<file path="src/rtl/usb_irq_pkg.sv">
package usb_irq_pkg;
  localparam int REG_W      = 16;
  localparam int FIELD_W    = 3;
  localparam int SYNC_DEPTH = 2;
  localparam int NFLAG      = 6;

  // bit positions of the status word
  localparam int B_VBINT = 15;
  localparam int B_RESM  = 14;
  localparam int B_SOF   = 13;
  localparam int B_DVST  = 12;
  localparam int B_CTRT  = 11;
  localparam int B_BEMP  = 10;
  localparam int B_NRDY  = 9;
  localparam int B_BRDY  = 8;
  localparam int B_VBLVL = 7;
  localparam int B_DSLO  = 4;
  localparam int B_VALID = 3;
  localparam int B_CSLO  = 0;

  // flag bank slots
  localparam int F_VALID = 0;
  localparam int F_CTRT  = 1;
  localparam int F_DVST  = 2;
  localparam int F_SOF   = 3;
  localparam int F_RESM  = 4;
  localparam int F_VBINT = 5;

  localparam logic [REG_W-1:0] IRQ_SRC_MASK = 16'hFF08;

  function automatic int flag_pos(input int slot);
    case (slot)
      F_VALID: flag_pos = B_VALID;
      F_CTRT:  flag_pos = B_CTRT;
      F_DVST:  flag_pos = B_DVST;
      F_SOF:   flag_pos = B_SOF;
      F_RESM:  flag_pos = B_RESM;
      default: flag_pos = B_VBINT;
    endcase
  endfunction
endpackage

</file>
<file path="src/rtl/usb_edge_sync.sv">
module usb_edge_sync #(
  parameter int STAGES = 2
) (
  input  logic clk,
  input  logic rst_n,
  input  logic async_in,
  output logic level,
  output logic rise,
  output logic fall
);
  logic [STAGES-1:0] chain_q, chain_d;
  logic [STAGES:0]   fill_q, fill_d;
  logic              prev_q, prev_d;
  logic              armed;

  always_comb begin
    chain_d = {chain_q[STAGES-2:0], async_in};
    fill_d  = {fill_q[STAGES-1:0], 1'b1};
    prev_d  = chain_q[STAGES-1];
  end

  always_ff @(posedge clk or negedge rst_n) begin
    if (!rst_n) begin
      chain_q <= '0;
      fill_q  <= '0;
      prev_q  <= 1'b0;
    end else begin
      chain_q <= chain_d;
      fill_q  <= fill_d;
      prev_q  <= prev_d;
    end
  end

  assign armed = fill_q[STAGES];
  assign level = chain_q[STAGES-1];
  assign rise  = armed &  level & ~prev_q;
  assign fall  = armed & ~level &  prev_q;
endmodule

</file>
<file path="src/rtl/usb_w0c_bank.sv">
module usb_w0c_bank #(
  parameter int N = 6
) (
  input  logic         clk,
  input  logic         rst_n,
  input  logic [N-1:0] set_i,
  input  logic [N-1:0] wclr_i,
  input  logic [N-1:0] hold0_i,
  output logic [N-1:0] flag_o
);
  logic [N-1:0] flag_q, flag_d;

  for (genvar i = 0; i < N; i++) begin : g_cell
    always_comb begin
      if (hold0_i[i])      flag_d[i] = 1'b0;
      else if (set_i[i])   flag_d[i] = 1'b1;
      else if (wclr_i[i])  flag_d[i] = 1'b0;
      else                 flag_d[i] = flag_q[i];
    end
  end

  always_ff @(posedge clk or negedge rst_n) begin
    if (!rst_n) flag_q <= '0;
    else        flag_q <= flag_d;
  end

  assign flag_o = flag_q;
endmodule

</file>
<file path="src/rtl/usb_field_reg.sv">
module usb_field_reg #(
  parameter int W = 3
) (
  input  logic         clk,
  input  logic         rst_n,
  input  logic         sclr_i,
  input  logic         ld_i,
  input  logic [W-1:0] d_i,
  output logic [W-1:0] q_o
);
  logic [W-1:0] q, d;
  logic         en;

  always_comb begin
    en = sclr_i | ld_i;
    d  = sclr_i ? '0 : d_i;
  end

  always_ff @(posedge clk or negedge rst_n) begin
    if (!rst_n)  q <= '0;
    else if (en) q <= d;
  end

  assign q_o = q;
endmodule

</file>
<file path="src/rtl/usb_irq_status_reg.sv">
module usb_irq_status_reg
  import usb_irq_pkg::*;
#(
  parameter int SYNC_STAGES = SYNC_DEPTH
) (
  input  logic               clk,
  input  logic               rst_n,
  input  logic               bus_rst,
  input  logic               host_mode,
  input  logic               vbus_in,
  input  logic               dp_in,
  input  logic               sof_evt,
  input  logic               dvst_evt,
  input  logic               ctrt_evt,
  input  logic               valid_evt,
  input  logic               bemp_lvl,
  input  logic               nrdy_lvl,
  input  logic               brdy_lvl,
  input  logic               dev_state_ld,
  input  logic [FIELD_W-1:0] dev_state_in,
  input  logic               ctrl_stage_ld,
  input  logic [FIELD_W-1:0] ctrl_stage_in,
  input  logic               wr_en,
  input  logic [REG_W-1:0]   wr_data,
  input  logic [REG_W-1:0]   irq_en,
  output logic [REG_W-1:0]   rd_data,
  output logic               irq
);
  logic vbus_lvl, vbus_rise, vbus_fall, vbus_edge;
  logic dp_lvl, dp_rise, dp_fall;
  logic [FIELD_W-1:0] dev_state_q, ctrl_stage_q;
  logic [NFLAG-1:0]   flag_set, flag_wclr, flag_hold0, flag_q;
  logic               suspended;

  usb_edge_sync #(.STAGES(SYNC_STAGES)) u_vbus_sync (
    .clk(clk), .rst_n(rst_n), .async_in(vbus_in),
    .level(vbus_lvl), .rise(vbus_rise), .fall(vbus_fall)
  );

  usb_edge_sync #(.STAGES(SYNC_STAGES)) u_dp_sync (
    .clk(clk), .rst_n(rst_n), .async_in(dp_in),
    .level(dp_lvl), .rise(dp_rise), .fall(dp_fall)
  );

  assign vbus_edge = vbus_rise | vbus_fall;

  usb_field_reg #(.W(FIELD_W)) u_dev_state (
    .clk(clk), .rst_n(rst_n), .sclr_i(bus_rst), .ld_i(dev_state_ld),
    .d_i(dev_state_in), .q_o(dev_state_q)
  );

  usb_field_reg #(.W(FIELD_W)) u_ctrl_stage (
    .clk(clk), .rst_n(rst_n), .sclr_i(1'b0), .ld_i(ctrl_stage_ld),
    .d_i(ctrl_stage_in), .q_o(ctrl_stage_q)
  );

  assign suspended = dev_state_q[FIELD_W-1];

  always_comb begin
    flag_set          = '0;
    flag_set[F_VALID] = valid_evt;
    flag_set[F_CTRT]  = ctrt_evt;
    flag_set[F_DVST]  = dvst_evt;
    flag_set[F_SOF]   = sof_evt;
    flag_set[F_RESM]  = dp_fall & suspended & ~host_mode;
    flag_set[F_VBINT] = vbus_edge;
    flag_hold0         = '0;
    flag_hold0[F_RESM] = host_mode;
  end

  for (genvar i = 0; i < NFLAG; i++) begin : g_wclr
    assign flag_wclr[i] = wr_en & ~wr_data[flag_pos(i)];
  end

  usb_w0c_bank #(.N(NFLAG)) u_flags (
    .clk(clk), .rst_n(rst_n), .set_i(flag_set), .wclr_i(flag_wclr),
    .hold0_i(flag_hold0), .flag_o(flag_q)
  );

  always_comb begin
    rd_data                           = '0;
    rd_data[B_VBINT]                  = flag_q[F_VBINT];
    rd_data[B_RESM]                   = flag_q[F_RESM];
    rd_data[B_SOF]                    = flag_q[F_SOF];
    rd_data[B_DVST]                   = flag_q[F_DVST];
    rd_data[B_CTRT]                   = flag_q[F_CTRT];
    rd_data[B_BEMP]                   = bemp_lvl;
    rd_data[B_NRDY]                   = nrdy_lvl;
    rd_data[B_BRDY]                   = brdy_lvl;
    rd_data[B_VBLVL]                  = vbus_lvl;
    rd_data[B_DSLO+FIELD_W-1:B_DSLO]  = dev_state_q;
    rd_data[B_VALID]                  = flag_q[F_VALID];
    rd_data[B_CSLO+FIELD_W-1:B_CSLO]  = ctrl_stage_q;
  end

  assign irq = |(rd_data & irq_en & IRQ_SRC_MASK);
endmodule

</file>
<file path="config.mk">
export PLATFORM = sky130hd
export DESIGN_NAME = usb_irq_status_reg
export DESIGN_NICKNAME = d
export VERILOG_FILES = /design/src/rtl/usb_irq_pkg.sv /design/src/rtl/usb_edge_sync.sv /design/src/rtl/usb_w0c_bank.sv /design/src/rtl/usb_field_reg.sv /design/src/rtl/usb_irq_status_reg.sv
export SDC_FILE = /design/constraint.sdc
export NUM_CORES = 1
export LEC_CHECK = 0
export BUFFER_PORTS_ARGS = -buffer_cell sky130_fd_sc_hd__buf_2
export CORE_UTILIZATION = 37
export CTS_BUF_LIST = sky130_fd_sc_hd__clkbuf_8
export CTS_CLUSTER_DIAMETER = 100
export DETAILED_ROUTE_END_ITERATION = 8
export GPL_ROUTABILITY_DRIVEN = 0
export PLACE_DENSITY = 0.77
export SETUP_SLACK_MARGIN = 0.02
export SLEW_MARGIN = 10
export SYNTH_ARGS = -nofsm -noshare
export SYNTH_HDL_FRONTEND = slang
export SYNTH_SLANG_ARGS = --single-unit
</file>
<file path="constraint.sdc">
create_clock -name clk -period 0.9 [get_ports clk]
set_input_delay 0.045 -clock clk [delete_from_list [all_inputs] [get_ports clk]]
set_output_delay 0.045 -clock clk [all_outputs]
set_load 0.05 [all_outputs]
</file>
Yosys cells after proc, flatten, opt, wreduce, memory -nomap -nowiden
Index checks and enable logic that the tools add are counted.
Word-level totals
  flip-flop bits (word level): 24
  bits of input ports: 54
  output and inout port bits: 17
  logic and storage cells: 62
Cells by class
  multiplexer cells: 14
  bitwise gates (word level): 27
  reduce and logical (&&, ||, !) cells: 7
Operator list (number)
  $and A16 B16 Y16: 1
  $and A1 B1 Y1: 14
  $mux W1: 13
  $not A1 Y1: 10
  $reduce_bool A2 Y1: 5
  $reduce_or A9 Y1: 1
  $mux W3: 1
  $reduce_bool A3 Y1: 1
  $or A1 B1 Y1: 2

Depth between registers and ports, before layout
  depth after elaboration: 7
  gate-level depth with buffers: 3

Hierarchy
A second synthesis with hierarchy kept.
Second synthesis, totals
  cell total of the unflattened synthesis: 79
  area, all modules: 1014.7 µm²
Modules (own cells, without submodules)
  usb_edge_sync: times used 2, cells each 9, area an instance 171.4 µm²
  usb_w0c_bank: times used 1, cells each 24, area an instance 307.8 µm²
  usb_field_reg: times used 2, cells each 9, area an instance 116.4 µm²
  usb_irq_status_reg: times used 1, cells each 19, area an instance 131.4 µm²

Worst setup path before layout
No wires, ideal clock.
  path type: flip-flop to output port
  start: register u_flags.flag_q[1] (netlist: u_flags.flag_o[1])
  end: output port irq
  data arrival time: 1438 ps
  data required time: 855 ps
  setup slack: -583 ps
  cell stages (with the launch flop): 4
  buffers on the path: 0
  path through: dfrtp_1 > a22o_1 > a221oi_2 > nand3_1
Between the ends
  longest elaborated chain between the ends: 2
RTL lines
  from (decl): RTL line usb_w0c_bank.sv:11  | logic [N-1:0] flag_q, flag_d;
  from (signal assigned): RTL line usb_w0c_bank.sv:24  | else flag_q <= flag_d;
  $and A16 B16 Y16: RTL line usb_irq_status_reg.sv:96  | assign irq = |(rd_data & irq_en & IRQ_SRC_MASK);
  $reduce_or A9 Y1: RTL line usb_irq_status_reg.sv:96
  to (decl): RTL line usb_irq_status_reg.sv:27  | output logic irq
No other way between the ends.

Final worst setup path
  start: register u_flags.flag_q[0] (netlist: u_flags.flag_o[0])
  end: output port irq
Same word-level chain as after synthesis.

==> run metrics <==
Vias=between 600 and 700; Max VDD drop=about 0.0013 V; Post-DP HPWL=1180 µm; post-route clock period utilization=1.64; cts bufs inserted=3; synth warn=0; PortBufs=53; Yosys reg bits=21; Die Y-Extent=roughly 48 µm; total core area=just under 2000 µm²; Synth Net Count=110; Gate Count Post-Synth=between 50 and 60; area grow syn2layout=84.6%; Slew Viols, Final=0; Finished Layout Cells=152; setup ws final=-0.573 ns; Cell Area, Synth=769 µm²; TritonCTS clock tree=yes; io pins=between 70 and 80; Distinct cells, synth=18; placed insts=about 140; Total Wirelength=about 1800 µm; Clk Tree Root Cell=clkbuf_8; Clk Latency, worst-skew pair=~0.26 ns; remaining global-route overflow=0; fillers=150; Initial Util=0.392; Clock Skew=around 0.007 ns; Clock Path Buffers=2; row cnt=16; CP startpoint=u_flags.flag_o[0]; sw frac=0.293; die width=approximately 48 µm; PD cells=around 1600 nW/µm²; most common cell after layout, fill and taps aside=buf_2; drt pass-1 iters=4; setup slack, reg-to-reg=around 0.040 ns; RSZ-0062 raised after global routing=yes; share of cells above drive strength 1=0.672; minimum clock period=between 1 and 1.5 ns; Nets=between 150 and 200; critical path class=reg -> out; CP endpoint=irq; DRT iter0 DRCs=5; crit path max fanout=2; LEAKAGE=between 0.6 and 0.7 nW; # H-tree levels=1; die area=2270 µm²; final hold vios=0; Synth area leaders=dfrtp_1 (68%), mux2_2 (4.4%), mux2i_1 (3.9%); crit path launch type=flop; Synth Area per Inst=13.7 µm²; first-pass GRT wire length=around 2500 µm; DRC=0; Avg Vias per Cell=4.45; sequential share of power=0.465; Hold Crit Class=in -> reg; Gate power share=0.261; wire per inst=approximately 12 µm; RR Startpoint=u_flags.flag_o[3]; max-cap viol count=0; Final ANT Viol Nets=0; most frequent cells in the layout=buf_2 (39), dfrtp_2 (12), buf_8 (11); top-area cell type share of the netlist area=0.683; final setup violation count=5; vias in the first global route=640; gr usage total=0.172; failing checks=negative setup slack; Int Power=~1.6 mW; Worst Path Arrival=roughly 1.4 ns; r2r endpoint=u_flags.flag_o[3]; clock share of power=0.274; CP endpoint kind=output pin; pre-CTS setup slack=-0.301 ns; sw power=664 µW; fmax=slightly below 700 MHz; register area share after synthesis=0.683; Worst EP required=roughly 0.85 ns; hold slack=between 0.001 and 0.0015 ns; ANT cells=0; status=finished with violations; clk slew on worst S/H paths=0.08 ns; worst r2r path cells=4; pin count of the biggest net entering global routing=22; post-synth top area cell=dfrtp_1; Clock Sinks=21; initial antenna violation count=0
## power by group through the flow
stage	Clock, mW	Combinational (mW)	Sequential [mW]
global route	0.671	0.629	1.06
finish	0.620	0.592	1.05
floorplan	0	0.129	1.20
detailed placement	0	0.445	1.06
global placement	0	0.439	1.06
CTS	0.643	0.560	1.05
## kinds of logic after synthesis
logic type / synth area share
buffers and inverters: 0.0439
and+or+nand+nor: 0.0748
DFF: 0.683
muxes: 0.0829
AOI/OAI and AO/OA: 0.0992
other: 0.00487
xor gates and xnor gates: 0.0114
## cells in the mapped netlist
library cell  count
a22oi_1           1
xor2_1            1
o21ai_0           6
a21oi_1           1
nand4b_1          1
a222oi_1          1
nor2_1            3
conb_1            1
nand3_1           1
inv_1             1
mux2i_1           3
nand2_1           2
a221oi_2          1
a22o_1            1
dfrtp_1          21
buf_4             4
mux2_2            3
nand2b_1          4
## repair_timing
item	CTS	global route
hold endpoints to repair	31	0
hold buffers	9	0
pin swaps	0	1
gates cloned	0	0
resized for setup	38	11
setup buffers	1	2
setup endpoints to repair	14	15
## metal layers
layer / track usage / wire [µm] / up-vias
met3: 0.0302 / 105 / 4
li1: - / - / 327
met1: 0.181 / 688 / 306
met5: 0 / 0 / -
met4: 0.0778 / 40 / 0
met2: 0.332 / 975 / 39
## layout make-up
cell class,instances,area [µm²],area share
clock inverter,1,7.51,0.00529
tap,27,33.8,0.0238
clock buffer,3,41.3,0.0291
timing repair buffer,69,552,0.389
sequential,21,541,0.381
inverter,1,3.75,0.00264
multi-input combinational,30,241,0.170
## through the flow
stage | setup TNS [ns] | total power [mW] | util | instance area (µm²)
after detailed placement | -0.301 | 1.50 | 0.563 | 1100
after CTS | -0.882 | 2.26 | 0.701 | 1380
after floorplan | -0.362 | 1.33 | - | 797
after global routing | -1.20 | 2.36 | 0.724 | 1420
after global placement | -0.276 | 1.49 | 0.563 | 1100
final | -1.00 | 2.27 | 0.724 | 1420
## critical path, cell delays in order (launching register included)
cell	delay (ns)
dfrtp_2	0.42
a222oi_1	0.34
buf_4	0.18
nand3_4	0.07
buf_8	0.16
## state kept, by name, indices dropped and copies added (netlist names)
| name | flops |
|---|---|
| u_ctrl_stage.q_o | 3 |
| u_dev_state.q_o | 3 |
| u_dp_sync.chain_q | 2 |
| u_dp_sync.fill_q | 3 |
| u_dp_sync.prev_q | 1 |
| u_flags.flag_o | 6 |
| u_vbus_sync.chain_q | 2 |
| u_vbus_sync.prev_q | 1 |
## worst min path at each step
| stage | depth (start not counted) | slack [ns] | startpoint | to |
|---|---|---|---|---|
| final | 3 | 0.001 | wr_data[13] | u_flags.flag_o[3] |
| after global routing | 2 | 0.01 | ctrl_stage_in[0] | u_ctrl_stage.q_o[0] |
| after CTS | 2 | 0.003 | ctrl_stage_in[0] | u_ctrl_stage.q_o[0] |
| after detailed placement | 1 | 0.02 | rst_n | u_dp_sync.fill_q[0] |
| after global placement | 1 | 0.01 | rst_n | u_vbus_sync.chain_q[0] |
| after floorplan | 0 | -0.25 | rst_n | u_ctrl_stage.q_o[0] |
(Power assumes the default switching activity.)
